--- config.mk ---
export PLATFORM = sky130hd
export DESIGN_NAME = pcm_clkgen
export DESIGN_NICKNAME = d
export VERILOG_FILES = /design/src/rtl/pcm_clkgen_pkg.sv /design/src/rtl/pcm_src_sel.sv /design/src/rtl/pcm_bclk_div.sv /design/src/rtl/pcm_frame_ctrl.sv /design/src/rtl/pcm_clkgen.sv
export SDC_FILE = /design/constraint.sdc
export NUM_CORES = 1
export LEC_CHECK = 0
export ABC_AREA = 1
export BUFFER_PORTS_ARGS = -buffer_cell sky130_fd_sc_hd__buf_2
export CAP_MARGIN = 20
export CORE_MARGIN = 2
export CORE_UTILIZATION = 58
export CTS_CLUSTER_DIAMETER = 120
export DETAILED_ROUTE_END_ITERATION = 8
export GPL_TIMING_DRIVEN = 1
export PLACE_DENSITY = 0.83
export SYNTH_ARGS = -nofsm -noshare
export SYNTH_HDL_FRONTEND = slang
export SYNTH_HIERARCHICAL = 1
export SYNTH_SLANG_ARGS = --single-unit
--- constraint.sdc ---
create_clock -name clk_i -period 2.81 [get_ports clk_i]
set_input_delay 0.4215 -clock clk_i [delete_from_list [all_inputs] [get_ports clk_i]]
set_output_delay 0.4215 -clock clk_i [all_outputs]
set_load 0.02 [all_outputs]
--- src/rtl/pcm_clkgen_pkg.sv ---
package pcm_clkgen_pkg;
  localparam int unsigned DIV_W          = 9;
  localparam int unsigned RST_FRAME_BITS = 128;

  typedef enum logic {
    SRC_AUDIO = 1'b0,
    SRC_BUS   = 1'b1
  } src_e;
endpackage

--- src/rtl/pcm_src_sel.sv ---
module pcm_src_sel
  import pcm_clkgen_pkg::*;
(
  input  logic bus_tick_i,
  input  logic audio_tick_i,
  input  src_e sel_i,
  output logic tick_o
);
  always_comb begin
    unique case (sel_i)
      SRC_BUS: tick_o = bus_tick_i;
      default: tick_o = audio_tick_i;
    endcase
  end
endmodule

--- src/rtl/pcm_bclk_div.sv ---
module pcm_bclk_div #(
  parameter int unsigned DIV_W = pcm_clkgen_pkg::DIV_W
) (
  input  logic             clk_i,
  input  logic             rst_ni,
  input  logic             run_i,
  input  logic             tick_i,
  input  logic [DIV_W-1:0] div_i,
  output logic             bit_start_o,
  output logic             first_o,
  output logic             bclk_o,
  output logic             edge_o
);
  logic             active_q, phase_q, start_q;
  logic [DIV_W-1:0] half_cnt_q;
  logic             half_wrap;

  assign half_wrap   = tick_i && (half_cnt_q == div_i);
  assign bit_start_o = run_i && (!active_q || (half_wrap && phase_q));
  assign first_o     = !active_q;
  // inverted clock: low in first half, high in second, high when idle
  assign bclk_o      = !active_q || phase_q;
  assign edge_o      = start_q;

  always_ff @(posedge clk_i or negedge rst_ni) begin
    if (!rst_ni) begin
      active_q   <= 1'b0;
      phase_q    <= 1'b0;
      start_q    <= 1'b0;
      half_cnt_q <= '0;
    end else if (!run_i) begin
      active_q   <= 1'b0;
      phase_q    <= 1'b0;
      start_q    <= 1'b0;
      half_cnt_q <= '0;
    end else if (!active_q) begin
      active_q   <= 1'b1;
      phase_q    <= 1'b0;
      start_q    <= 1'b1;
      half_cnt_q <= '0;
    end else begin
      start_q <= bit_start_o;
      if (tick_i) begin
        if (half_wrap) begin
          half_cnt_q <= '0;
          phase_q    <= !phase_q;
        end else begin
          half_cnt_q <= half_cnt_q + 1'b1;
        end
      end
    end
  end

  AST_HALF_CNT_RANGE: assert property (@(posedge clk_i) disable iff (!rst_ni)
    half_cnt_q <= div_i);

  AST_EDGE_SINGLE: assert property (@(posedge clk_i) disable iff (!rst_ni)
    edge_o |=> !edge_o);

  AST_IDLE_CLEAR: assert property (@(posedge clk_i) disable iff (!rst_ni)
    !run_i |=> (bclk_o && !edge_o && half_cnt_q == '0));
endmodule

--- src/rtl/pcm_frame_ctrl.sv ---
module pcm_frame_ctrl #(
  parameter int unsigned DIV_W          = pcm_clkgen_pkg::DIV_W,
  parameter int unsigned RST_FRAME_BITS = pcm_clkgen_pkg::RST_FRAME_BITS
) (
  input  logic             clk_i,
  input  logic             rst_ni,
  input  logic             run_i,
  input  logic             bit_start_i,
  input  logic             first_i,
  input  logic [DIV_W-1:0] bclk_div_i,
  input  logic [DIV_W-1:0] sync_div_i,
  output logic [DIV_W-1:0] bclk_div_o,
  output logic             fsync_o
);
  localparam logic [DIV_W-1:0] RST_SYNC_DIV = DIV_W'(RST_FRAME_BITS - 1);

  logic [DIV_W-1:0] bit_cnt_q, sdiv_q, bdiv_q;
  logic             fsync_q;
  logic             frame_wrap;

  assign frame_wrap = bit_start_i && !first_i && (bit_cnt_q == sdiv_q);
  assign bclk_div_o = bdiv_q;
  assign fsync_o    = fsync_q;

  // shadow dividers reload only at a frame boundary
  always_ff @(posedge clk_i or negedge rst_ni) begin
    if (!rst_ni) begin
      sdiv_q <= RST_SYNC_DIV;
      bdiv_q <= '0;
    end else if (run_i && frame_wrap) begin
      sdiv_q <= sync_div_i;
      bdiv_q <= bclk_div_i;
    end
  end

  always_ff @(posedge clk_i or negedge rst_ni) begin
    if (!rst_ni) begin
      bit_cnt_q <= '0;
      fsync_q   <= 1'b0;
    end else if (!run_i) begin
      bit_cnt_q <= '0;
      fsync_q   <= 1'b0;
    end else if (bit_start_i) begin
      if (first_i || frame_wrap) begin
        bit_cnt_q <= '0;
        fsync_q   <= 1'b1;
      end else begin
        bit_cnt_q <= bit_cnt_q + 1'b1;
        fsync_q   <= 1'b0;
      end
    end
  end

  AST_BIT_CNT_RANGE: assert property (@(posedge clk_i) disable iff (!rst_ni)
    bit_cnt_q <= sdiv_q);

  AST_SHADOW_HOLD: assert property (@(posedge clk_i) disable iff (!rst_ni)
    !frame_wrap |=> ($stable(sdiv_q) && $stable(bdiv_q)));

  AST_FSYNC_HOLD: assert property (@(posedge clk_i) disable iff (!rst_ni)
    (run_i && !bit_start_i) |=> $stable(fsync_q));
endmodule

--- src/rtl/pcm_clkgen.sv ---
module pcm_clkgen
  import pcm_clkgen_pkg::*;
#(
  parameter int unsigned DIV_W          = pcm_clkgen_pkg::DIV_W,
  parameter int unsigned RST_FRAME_BITS = pcm_clkgen_pkg::RST_FRAME_BITS
) (
  input  logic             clk_i,
  input  logic             rst_ni,
  input  logic             bus_tick_i,
  input  logic             audio_tick_i,
  input  logic             src_sel_i,
  input  logic             sclk_en_i,
  input  logic             xfer_active_i,
  input  logic             idle_run_i,
  input  logic [DIV_W-1:0] bclk_div_i,
  input  logic [DIV_W-1:0] sync_div_i,
  output logic             bclk_o,
  output logic             fsync_o,
  output logic             bclk_edge_o
);
  logic             run, tick, bit_start, first;
  logic [DIV_W-1:0] bdiv_eff;

  // gated mode stops the clock when idle, continuous mode keeps it running
  assign run = sclk_en_i && (xfer_active_i || idle_run_i);

  pcm_src_sel u_src (
    .bus_tick_i  (bus_tick_i),
    .audio_tick_i(audio_tick_i),
    .sel_i       (src_e'(src_sel_i)),
    .tick_o      (tick)
  );

  pcm_bclk_div #(.DIV_W(DIV_W)) u_bclk (
    .clk_i      (clk_i),
    .rst_ni     (rst_ni),
    .run_i      (run),
    .tick_i     (tick),
    .div_i      (bdiv_eff),
    .bit_start_o(bit_start),
    .first_o    (first),
    .bclk_o     (bclk_o),
    .edge_o     (bclk_edge_o)
  );

  pcm_frame_ctrl #(.DIV_W(DIV_W), .RST_FRAME_BITS(RST_FRAME_BITS)) u_frame (
    .clk_i      (clk_i),
    .rst_ni     (rst_ni),
    .run_i      (run),
    .bit_start_i(bit_start),
    .first_i    (first),
    .bclk_div_i (bclk_div_i),
    .sync_div_i (sync_div_i),
    .bclk_div_o (bdiv_eff),
    .fsync_o    (fsync_o)
  );

  AST_FALL_STROBE: assert property (@(posedge clk_i) disable iff (!rst_ni)
    $fell(bclk_o) |-> bclk_edge_o);

  AST_FSYNC_ON_BIT: assert property (@(posedge clk_i) disable iff (!rst_ni)
    $rose(fsync_o) |-> (bclk_edge_o && !bclk_o));

  AST_IDLE_LEVEL: assert property (@(posedge clk_i) disable iff (!rst_ni)
    !sclk_en_i |=> (bclk_o && !fsync_o));
endmodule

==> impl.org, run 1 <==
** Power and ir drop
- Net switching is 34.42% of the power.
- Areal power density over the cells :: ~650 nW/um2
- Net load switching power :: a little over 0.0006 W
- Per report_power, the combinational group accounts for 31.1% of the total.
- IR analysis of the VDD net gives a maximum drop of approximately 350 uV.
- The share of total power dissipated in sequential elements is a little under half.
- Static leakage :: 1.456 nW
- PnR Total Power :: 0.001754 W
- Internal Dissipation :: 0.001151 W
- Share of power burned in the clock network :: 22.1%

** Logic synthesis
- Total of flip-flops plus latches after synthesis :: 40
- Main flop type after synthesis :: dfrtp_1
- By area the synthesized netlist is led by dfrtp_1 (34%), nand2_1 (16%), inv_1 (8.5%).
- When the netlist entered floorplanning its net count stood at 352.
- The commonest cells after synthesis are nand2_1 (108), inv_1 (56), dfrtp_1 (33), o21ai_2 (19).
- In this run the mean area of a mapped cell was 7.592 um2.
- After synthesis, flip-flops and latches occupy ~41% of the total area.
- In this run, synthesis inferred 0 flip-flops with an integrated enable.
- Synth async-reset ratio :: 100.0%
- Counting every instance in the synthesized netlist gives between 300 and 400.
- Mapped cell area :: 2460 um2
- The largest total area in the synthesized netlist belongs to dfrtp_1.
- Count of unique library cells instantiated by Yosys :: 29
- In the post-synthesis netlist, the cell with the most instances is nand2_1.
- The Yosys step of the flow raised 6 warnings.
- Area share of the largest cell type after synthesis :: between 30 and 40%

** Critical path
- Req. time, crit path :: between 2000 and 3000 ps
- The worst setup path is captured at a flop.
- Data arrival, critical path :: 2530 ps
- Crit-path most repeated cell :: nand2_1
- Critical register-to-register path endpoint :: u_frame/bclk_div_o[2]
- Longest individual stage delay on the worst path :: 460 ps
- Critical Path Start Type :: flop
- Peak fanout along the critical path :: 36
- Setup slack on the worst flop-to-flop path :: 440 ps
- Ordered cell list for the critical path :: inv_2 > nand2_1 > nand2_1 > nor2_2 > nand2_2 > nor2_4 > nand3_2 > a21oi_1 > nand2_1 > nor2_1 > nand2_1 > nor2_2 > nand3_4 > buf_4 > nand2_1 > o21ai_2
- Worst Reg2Reg Path Length in Cells :: 16
- Critical path type :: flop to flop
- The startpoint identified for the worst register-to-register timing path is u_bclk/half_cnt_q[2].
- Slowest cell on the critical path :: dfrtp_1

** CTS
- Clock sink total :: 40
- After clock tree synthesis, the clock-pin slew on the worst setup and hold paths is ~70 ps.
- The clock reaches the later pin of the worst-skew pair after slightly below 300 ps.
- TritonCTS built the clock tree.
- The longest clock path from root to sink contains 2 buffers.
- Hold buffers post-CTS :: 0
- # resized after CTS :: 0
- Setup fix buffers added after clock tree synthesis :: 0
- In this run the number of H-tree levels came out at 2.
- In this run the clock root is driven by a clkbuf_8.
- The number of clock buffers added by TritonCTS is 5.

** Layout
- Post-route design area :: between 2000 and 3000 um2
- The area growth from synthesis to layout is 10.53%.
- 0 antenna diodes ended up in the layout.
- Fraction of final layout cells with drive strength greater than 1 :: 26.61%
- For this run, the post-layout net count is 384.

** Routing
- Number of DRC markers after the initial detailed-route iteration :: 138
- Dividing the detail-routed wire length by the instance count gives 10.67 um.
- The routed design has 4341 um of wire.
- For this run, the detailed router's first-pass iteration total came to 5.
- DR DRC count :: 0
- The routed layout has 1973 vias.
- In this run the remaining antenna-violating nets after routing total 0.
- In the routed layout, each cell is associated on average with a via count of 4.848.

** STA
- Number of max-slew violations in the final report :: 0
- Setup repair after global routing left no endpoint under its margin.
- The worst path meets setup with approximately 440 ps of slack.
- Final count of hold timing violations :: 0
- Setup Skew :: 4.922 ps
- Hold is met by 239.5 ps.
- Dividing the final minimum period by the clock period gives 84.30%.
- Summed over all failing endpoints, the final setup total negative slack is 0 ps.
- Worst-margin pin slew :: between 800 and 900 ps
- Final Critical Period :: 2369 ps
- Timing would allow up to about 0.42 GHz.
- Final setup vio count :: 0
- Measured against its own limit, the worst slew margin works out to 43.46%.

** Global routing
- Initial antenna violation count :: 0
- Maximum number of pins on one net before global-route repair :: 41
- Global routing finished with a remaining overflow of 0.
- The first global-routing pass estimated 8100 um of wire.
- Global router's overall resource usage :: 20.72%
- The number of global-route vias before repair was around 1900.

** Placement
- Input and output buffers added on the ports amount to 28.
- The HPWL after detailed placement is 3245 um.
- Routability-driven placement finished with a final weighted congestion of 0.8336.
- Prior to clock tree synthesis, the placed netlist has a worst setup slack of 259.7 ps.
- Once placement finished, the instance area stood at roughly 2600 um2.

** Die
- The floorplan step defined a die boundary enclosing 4778 um2.
- Die outline height :: 69.13 um
- In this run the core area contains 23 standard-cell rows.
- Horizontal extent of the die :: 69.13 um
- Pin placement for this block handled 29 I/O pins.
- After floorplanning, the core was sized to cover 4029 um2.
- For this configuration, the core starts out at a cell density of ~60%.

** Run status
- The flow ran to the end, and the final reports show no timing, DRC or antenna violations.

** Worst hold path
- The min-delay analysis places its worst path in the category input port to asynchronous set/reset pin.

** Job
- The tool flagged a number of max-cap violations equal to 0.
[layout make-up]
type | instances | area [um2]
Fill cell | 333 | 1310
Clock buffer | 8 | 90.09
Multi-Input combinational cell | 214 | 1155
Tap cell | 50 | 62.56
Timing Repair Buffer | 30 | 155.1
Sequential cell | 40 | 1010
Inverter | 65 | 246.5
[power groups by stage]
| stage | Combinational [W] | Sequential [W] | Clock, W |
|---|---|---|---|
| 2_1_floorplan | 0.000455 | 0.000803 | 0 |
| 3_3_place_gp | 0.000529 | 0.000828 | 0 |
| 3_5_place_dp | 0.000550 | 0.000830 | 0 |
| 4_1_cts | 0.000554 | 0.000820 | 0.000398 |
| 5_1_grt | 0.000636 | 0.000838 | 0.000431 |
| 6_report | 0.000546 | 0.000821 | 0.000387 |
[how the worst max path moves through the flow]
stage	startpoint	to	slack (ps)	depth (start not counted)
2_1_floorplan	src_sel_i	u_frame/sdiv_q[7]	650	17
3_3_place_gp	src_sel_i	u_frame/sdiv_q[8]	340	18
3_5_place_dp	src_sel_i	u_frame/bclk_div_o[2]	260	18
4_1_cts	u_bclk/half_cnt_q[2]	u_frame/bclk_div_o[2]	430	16
5_1_grt	u_bclk/half_cnt_q[7]	u_frame/bclk_div_o[2]	200	15
6_report	u_bclk/half_cnt_q[2]	u_frame/bclk_div_o[2]	440	16
[layout by cell type (no fill, tap or decap)]
| cell | count |
|---|---|
| nor3_1 | 2 |
| nor2_4 | 2 |
| ha_1 | 2 |
| clkbuf_8 | 6 |
| nand4_1 | 13 |
| clkbuf_1 | 2 |
| inv_2 | 7 |
| buf_2 | 28 |
| nor2_2 | 11 |
| or2_2 | 1 |
| inv_4 | 1 |
| nand3b_1 | 2 |
| o21ai_2 | 19 |
| inv_1 | 56 |
| clkinv_1 | 1 |
| a21oi_2 | 1 |
| and3_1 | 1 |
| dfstp_2 | 7 |
| nand3_4 | 1 |
| buf_4 | 2 |
| nand3_2 | 3 |
| nand2_1 | 108 |
| xnor2_1 | 7 |
| xor2_1 | 7 |
| or2_0 | 2 |
| a21oi_1 | 3 |
| nor2_1 | 13 |
| nand3_1 | 10 |
| nand2_2 | 5 |
| dfrtp_1 | 33 |
| nand2_4 | 1 |
[registers in the layout, summed over array words and instances (netlist names)]
| signal | cells |
|---|---|
| u_bclk/active_q | 1 |
| u_bclk/edge_o | 1 |
| u_bclk/half_cnt_q | 9 |
| u_bclk/phase_q | 1 |
| u_frame/bclk_div_o | 9 |
| u_frame/bit_cnt_q | 9 |
| u_frame/fsync_o | 1 |
| u_frame/sdiv_q | 9 |
[layer usage]
layer	track usage, %	vias to the layer above	share of wire, %
met4	7.407	0	1.8
met3	4.825	8	5.7
met5	0	-	0
li1	-	1045	-
met2	33.12	55	45
met1	27.62	865	48
[worst max-delay path: cells and delay by family (launching register included)]
| family | cells | cell delay, ps |
|---|---|---|
| AND/OR/NAND/NOR | 12 | 1190 |
| AO/OA/AOI/OAI | 2 | 270 |
| buffers and inverters | 2 | 330 |
| flip-flops | 1 | 460 |
[cells by family after synthesis]
group,Yosys count,share of synthesized area [%]
AOI/OAI and AO/OA,23,7.731
xor gates and xnor gates,14,4.985
adders and majority gates,2,1.017
buffers and inverters,70,12.00
DFF,40,41.05
and+or+nand+nor,175,33.22
[through the flow]
stage / std cells / util, %
2_1_floorplan: 324 / -
3_3_place_gp: 399 / 65.25
3_5_place_dp: 399 / 65.25
4_1_cts: 407 / 67.48
5_1_grt: 407 / 67.48
6_report: 407 / 67.48
Note: power is estimated with default switching activity, not from simulation.
==> run 2: changes to the inputs <==
--- a/config.mk
+++ b/config.mk
@@ -5,11 +5,11 @@
 export SDC_FILE = /design/constraint.sdc
 export NUM_CORES = 1
 export LEC_CHECK = 0
-export ABC_AREA = 1
+export ABC_AREA = 0
 export BUFFER_PORTS_ARGS = -buffer_cell sky130_fd_sc_hd__buf_2
 export CAP_MARGIN = 20
 export CORE_MARGIN = 2
-export CORE_UTILIZATION = 58
+export CORE_UTILIZATION = 57
 export CTS_CLUSTER_DIAMETER = 120
 export DETAILED_ROUTE_END_ITERATION = 8
 export GPL_TIMING_DRIVEN = 1
==> constraint.sdc (replaced) <==
create_clock -name clk_i -period 2.5 [get_ports clk_i]
set_input_delay 0.375 -clock clk_i [delete_from_list [all_inputs] [get_ports clk_i]]
set_output_delay 0.375 -clock clk_i [all_outputs]
set_load 0.02 [all_outputs]
==> impl.org, run 2 <==
** Die
- The die covers 4351 um2.
- Row Count :: 22
- After floorplanning, the core was sized to cover 3689 um2.
- Die outline height :: 65.96 um
- During I/O placement, the number of pins put on the boundary was 29.
- Horizontal extent of the die :: 65.96 um
- Starting utilization of the core area :: 59.33%

** STA
- Number of max-slew violations in the final report :: 0
- Across all hold checks on the routed design, the worst slack comes to 196.1 ps.
- Setup violations remaining at the end of the flow were counted as 0.
- Final Critical Period :: approximately 2400 ps
- Worst slew margin relative to its limit :: 41.90%
- In the post-route analysis, the smallest setup slack over all paths is ~120 ps.
- Setup repair after global routing missed its margin :: true
- Fmax :: 0.4201 GHz
- Across the routed clock network, the largest skew measured is ~3.2 ps.
- Final count of hold timing violations :: 0
- Final period util :: 95.23%
- For the pin with the worst max-slew slack, the measured transition is slightly below 900 ps.

** Layout
- In the layout the commonest cells are dfrtp_1 (32), buf_2 (28), nand2_1 (14), xor2_1 (14).
- Diode insertion count for antenna repair :: 0
- Compared with the post-synthesis result, the final layout area differs by 18.35%.
- The finished cells cover ~2600 um2.
- Fraction of final layout cells with drive strength greater than 1 :: 38.50%
- Leading cell type in the layout, fill and taps excluded :: dfrtp_1
- Nets@finish :: 253

** Critical path
- Crit path capture type :: flop
- On the worst path, the slowest cell contributes a delay of 430 ps.
- STA classifies the critical path startpoint as a flop.
- Together, buffers and inverters on the worst path number 1.
- The signal on the critical path passes through xnor2_1 > nand4_1 > nor3_2 > a22o_1 > nand2b_4 > nor4_4 > nand4_4 > buf_12 > mux2_4.
- Peak fanout along the critical path :: 8
- The critical path is of the flop to flop type.
- Setup slack on the worst flop-to-flop path :: 120 ps
- Family of cells with the greatest summed delay on the critical path :: simple AND/OR/NAND/NOR gates
- STA puts the critical path data arrival time at ~2600 ps.
- Req. time, crit path :: 2680 ps
- Slowest cell on the critical path :: dfrtp_1
- Counting cells, the worst reg-to-reg path comes to 9.
- Total stage count of the critical path :: 9

** Logic synthesis
- The synthesized design spends more area on one cell type than any other, namely dfrtp_1.
- Synth async-reset ratio :: between 90% and 100%
- Mapped cell area :: between 2000 and 2500 um2
- Area share of the largest cell type after synthesis :: 37.74%
- Most area-consuming cells after synthesis :: dfrtp_1 (38%), dfstp_2 (8.4%), mux2_4 (7.5%)
- In this run the mean area of a mapped cell was 11.70 um2.
- Synthesis produced 187 cells.
- Total of flip-flops plus latches after synthesis :: 40
- Leading cell type by number of instances after synthesis :: dfrtp_1
- Synth warnings :: 6
- Main flop type after synthesis :: dfrtp_1
- The synthesized netlist contains 46 unique library cells.
- For this run, the register share of the synthesized area comes to between 40% and 50%.
- Number of enable-type register cells in the synthesized netlist :: 0
- Sorting the synthesized cells by how often they occur yields dfrtp_1 (33), nand2_1 (15), xor2_1 (14), mux2_4 (11), o21ai_0 (9).
- The number of nets handed over by synthesis was 215.

** Placement
- Final weighted congestion in routability-driven placement :: 0.7790
- After legalization and detailed placement, the total HPWL measured 3015 um.
- Input and output buffers added on the ports amount to 28.
- After detailed placement, the total cell area comes to roughly 2400 um2.
- Worst slack after detailed placement :: 170.3 ps

** Routing
- The detailed router placed roughly 1600 vias in this run.
- Total Wirelength :: 4362 um
- After detailed routing, the average wire length per cell comes to 15.92 um.
- Length of the first detailed-routing pass in iterations :: 4
- Number of DRC markers after the initial detailed-route iteration :: 90
- In the routed design, unresolved DRC markers number 0.
- Dividing the detail-routed via count by the number of cells gives ~5.9.
- ANT nets after route :: 0

** Worst hold path
- Tightest Hold Check Type :: input port to asynchronous set/reset pin

** Power and ir drop
- Max VDD drop :: 484.5 uV
- Areal power density over the cells :: around 710 nW/um2
- Summing internal, switching and leakage power gives between 0.0015 and 0.002 W.
- The analysis attributes to cell leakage a power of 1.180 nW.

** Global routing
- Maximum number of pins on one net before global-route repair :: ~40
- First-pass GRT wire length :: 7438 um
- Global router's overall resource usage :: 22.80%
- Vias in the first global route :: 1541
- Total congestion overflow :: 0
- Initial antenna violation count :: 0

** CTS
- After clock tree synthesis, the clock-pin slew on the worst setup and hold paths is roughly 70 ps.
- H-tree depth :: 2
- Maximum number of buffers from clock root to sink :: 2
- Clock tree from TritonCTS :: done
- Buffers inserted during clock tree synthesis total 5.
- Clock latency on the worst-skew pair, taken at its later pin, is ~290 ps.
- Hold buffers post-CTS :: 0
- Clock sink total :: 40
- Clock Root Buffer :: clkbuf_8

** Run status
- Status :: completed

** Job
- Across the run, the number of max-cap violations was 0.
==> run 2: cell types whose count changed after synthesis, moves of 10 or more <==
cell     before  now
nor2_2       11    0
mux2_4        0   11
inv_1        56    2
o21ai_2      19    0
nand2_1     108   15
nor2_1       13    3
==> run 2: metrics by stage <==
stage | util, % | setup TNS [ps] | cells
2_1_floorplan | - | 0 | 187
3_3_place_gp | 65.37 | 0 | 260
3_5_place_dp | 65.37 | 0 | 260
4_1_cts | 68.28 | 0 | 268
5_1_grt | 70.22 | -540.1 | 274
6_report | 70.22 | 0 | 274
==> run 2: layout make-up <==
| class | instances | area [um2] |
|---|---|---|
| Clock buffer | 6 | 72.57 |
| Clock inverter | 2 | 35.03 |
| Fill cell | 276 | 1099 |
| Inverter | 2 | 7.507 |
| Multi-Input combinational cell | 135 | 1136 |
| Sequential cell | 40 | 1011 |
| Tap cell | 48 | 60.06 |
| Timing Repair Buffer | 41 | 267.8 |
==> run 2: worst reg2reg max path: cells and delay by family, from the launching register on <==
kind	cells	cell delay, ps
multiplexers	1	290
AND/OR/NAND/NOR	5	970
AO/OA/AOI/OAI	1	220
XOR/XNOR	1	180
buffers and inverters	1	190
flip-flops	1	430
==> run 2: final timing paths <==
check                                      startpoint               endpoint
worst max-delay path             u_bclk/half_cnt_q[7]      u_frame/sdiv_q[7]
worst min-delay path                           rst_ni        u_bclk/active_q
worst max register to register   u_bclk/half_cnt_q[7]      u_frame/sdiv_q[7]
worst min register to register  u_frame/bclk_div_o[4]  u_frame/bclk_div_o[4]
max in group asynchronous                      rst_ni   u_bclk/half_cnt_q[0]
min in group clk_i                      bclk_div_i[2]  u_frame/bclk_div_o[2]
==> run 2: kinds of logic after synthesis <==
kind of cell | synth area share (%)
and+or+nand+nor | 16.75
DFF | 46.14
AOI/OAI and AO/OA | 8.976
muxes | 13.95
xor gates and xnor gates | 9.549
buffers and inverters | 3.488
adders and majority gates | 1.143
==> run 2: what timing repair did <==
| item | 4_1_cts | 5_1_grt |
|---|---|---|
| resized for setup | 0 | 2 |
| endpoints found under the setup margin | 0 | 16 |
| buffers inserted | 0 | 5 |
==> run 2: report_power, final <==
part | internal (W) | switching (W) | leakage, nW | total, W
clock | 0.000296 | 0.000220 | 0.0552 | 0.000516
sequential | 0.000784 | 0.0000892 | 0.519 | 0.000874
combinational | 0.000251 | 0.000200 | 0.606 | 0.000452
total | 0.00133 | 0.000510 | 1.18 | 0.00184
==> run 2: layer usage <==
metal | wire [um] | GRT usage, % | part of all wire [%] | up-vias
li1 | - | - | - | 766
met1 | 2055 | 33.75 | 47 | 785
met2 | 2004 | 31.94 | 46 | 50
met3 | 220 | 4.600 | 5.0 | 11
met4 | 80 | 10.97 | 1.8 | 0
met5 | 0 | 0 | 0 | -
==> run 3: changes to the inputs <==
==> constraint.sdc (replaced) <==
create_clock -name clk_i -period 2.3 [get_ports clk_i]
set_input_delay 0.345 -clock clk_i [delete_from_list [all_inputs] [get_ports clk_i]]
set_output_delay 0.345 -clock clk_i [all_outputs]
set_load 0.02 [all_outputs]
==> impl.org, run 3 (synthesized netlist as in run 2, its figures left out) <==
** Global routing
- met2 is the most crowded layer.
- Global routing finished with a remaining overflow of 0.
- In the global route stage, met3 resource usage came out at 5.792%.
- Global routing consumed, on the met2 layer, 37.50% of the routing resources.
- The number of global-route vias before repair is 1596.
- Entering global routing, the biggest net connects 41 pins.
- First-pass GRT wire length :: 7686 um
- Initial antenna violation count :: 0
- Global router's overall resource usage :: 23.60%
- Met1 track utilization from global routing :: 31.97%

** Placement
- Total half-perimeter wirelength after legalization and detailed placement :: 3202 um
- Instance count after placement with tap cells included :: 263
- Final weighted congestion in routability-driven placement :: 0.7387
- Worst slack after detailed placement :: 58.03 ps
- Input/output buffers :: 28

** Layout
- Compared with the post-synthesis result, the final layout area differs by 19.67%.
- Fraction of final layout cells with drive strength greater than 1 :: 40.26%
- In the final layout, the multi-input gates occupy 1144 um2.
- Leading cell type in the layout, fill and taps excluded :: dfrtp_1
- Diode insertion count for antenna repair :: 0
- Nets@finish :: about 260
- In the final layout, flip-flops and latches occupy 1010 um2.
- In the layout the commonest cells are dfrtp_1 (33), buf_2 (28), buf_4 (16), nand2_1 (14), xor2_1 (14).
- After filler insertion, the fill cell instance count of the layout stands at 259.
- The finished layout holds ~280 standard cells, fillers aside.

** CTS
- TritonCTS built the clock tree.
- Worst skew pair latency :: about 290 ps
- Clock Root Buffer :: clkbuf_8
- Clock transition at the registers of the reported paths :: 80 ps
- Maximum number of buffers from clock root to sink :: 2
- Hold buffers post-CTS :: 0
- Clock sink total :: 40
- Clock buffer count from CTS :: 5
- The H-tree was split into 2 levels.

** STA
- Final count of hold timing violations :: 0
- On the final layout, the worst clock skew is 6.732 ps.
- Fmax :: 0.4374 GHz
- Worst slew margin relative to its limit :: a little over two fifths
- Final period util :: 99.41%
- Setup repair after global routing missed its margin :: true
- Setup WS post-layout :: 13.57 ps
- At the pin with the least slew margin, the transition time is 871.8 ps.
- Smallest hold slack :: approximately 170 ps
- Final Critical Period :: 2286 ps
- Number of max-slew violations in the final report :: 0
- Final setup vio count :: 0

** Die
- Core Box Area :: 3689 um2
- Number of ports placed on the die boundary :: 29
- The floorplan step set the die width to 65.96 um.
- The floorplan has 22 rows.
- Die outline height :: approximately 66 um
- For this configuration, the core starts out at a cell density of 59.33%.
- The die covers 4351 um2.

** Critical path
- STA puts the critical path data arrival time at 2460 ps.
- Buf+Inv Stages, Crit Path :: 1
- Setup slack on the worst flop-to-flop path :: around 14 ps
- Along the worst path, the maximum fanout reaches 7.
- The worst setup path is launched from a flop.
- Ordered cell list for the critical path :: xnor2_1 > nand4_1 > nor3_2 > a22o_1 > nand2b_4 > nor4_4 > nand4_4 > clkbuf_16 > mux2_2
- Critical register-to-register path endpoint :: u_frame/bclk_div_o[1]
- In this run the critical register-to-register path is launched from u_bclk/half_cnt_q[5].
- In this design, the stage delay of the slowest critical-path cell is about 420 ps.
- Req. time, crit path :: about 2500 ps
- The largest individual stage delay along the critical path comes from the cell dfrtp_1.
- The worst register-to-register path has a depth of 9.
- The critical path in this run is classified as flop to flop.
- The most critical setup path has its startpoint at u_bclk/half_cnt_q[5].
- On the critical path the largest part of the delay comes from simple AND/OR/NAND/NOR gates.
- The worst setup path is captured at a flop.

** Worst hold path
- In this run the worst hold path is classified as input port to asynchronous set/reset pin.

** Job
- Max-Cap Viols :: 0

** Power and ir drop
- Summed over all nets, the switching power comes to 0.0005713 W.
- The worst-case IR drop observed on VDD is 680.3 uV.
- Share of power burned in the clock network :: 24.3%
- The internal power of the cells totals ~0.0014 W.
- Logic gate share of total power :: between 20% and 30%
- The analysis attributes to cell leakage a power of 1.208 nW.
- Areal power density over the cells :: 746.9 nW/um2
- Switching share of power :: 29.21%
- Register share of total power :: 48.9%
- Summing internal, switching and leakage power gives 0.001956 W.

** Routing
- Across all layers, the routed design uses 1635 vias.
- The detail route stage leaves a number of antenna-violating nets equal to 0.
- After the first detailed-routing iteration, the DRC count stood at 117.
- Dividing the detail-routed via count by the number of cells gives 5.860.
- In the routed design, unresolved DRC markers number 0.
- Average wire per cell in the routed design :: 16.54 um
- The first detailed-routing pass ran for 4 iterations.
- Total Wirelength :: between 4000 and 5000 um

** Run status
- The run finished with clean final reports.
## run 3: cell count changes in the layout (fill, tap and decap cells not counted), sizes merged
cell    delta
bufinv     -1
buf        +5
clkinv     +1
## run 3: final cells by class
cell class	count	area share [%]
Clock buffer	6	3.153
Clock inverter	2	0.3822
Inverter	2	0.2867
Multi-Input combinational cell	135	43.67
Sequential cell	40	38.56
Tap cell	48	2.293
Timing Repair Buffer	46	11.66
## run 3: power groups by stage
| stage | Clock [W] | Combinational [W] | Sequential, W |
|---|---|---|---|
| 2_1_floorplan | 0 | 0.000376 | 0.000932 |
| 3_3_place_gp | 0 | 0.000452 | 0.000955 |
| 3_5_place_dp | 0 | 0.000471 | 0.000965 |
| 4_1_cts | 0.000487 | 0.000474 | 0.000953 |
| 5_1_grt | 0.000515 | 0.000561 | 0.000973 |
| 6_report | 0.000476 | 0.000523 | 0.000957 |
## run 3: layer usage
metal,up-vias,share of wire [%],wire length [um]
li1,774,-,-
met1,795,44,2009
met2,60,49,2281
met3,6,6.1,280
met4,0,0.91,42
met5,-,0,0
## run 3: worst max path at each step
stage | end | slack (ps) | cells past startpoint
final | u_frame/bclk_div_o[1] | 10 | 9
after global routing | u_frame/bclk_div_o[2] | -120 | 9
after CTS | u_frame/sdiv_q[7] | 30 | 9
after detailed placement | u_frame/sdiv_q[7] | 60 | 9
after global placement | u_frame/bclk_div_o[6] | 110 | 9
after floorplan | u_frame/bclk_div_o[6] | -170 | 12
## run 3: per-stage QoR
step / utilization [%] / cell area [um2] / TNS (ps)
floorplan: - / 2231 / -1397
global placement: 65.98 / 2434 / 0
detailed placement: 65.98 / 2434 / 0
CTS: 68.49 / 2526 / 0
global route: 71.00 / 2619 / -2456
finish: 71.00 / 2619 / 0
## run 3: what timing repair did
item	CTS	global route
setup buffers	0	7
resized for setup	0	2
endpoints found under the setup margin	0	19
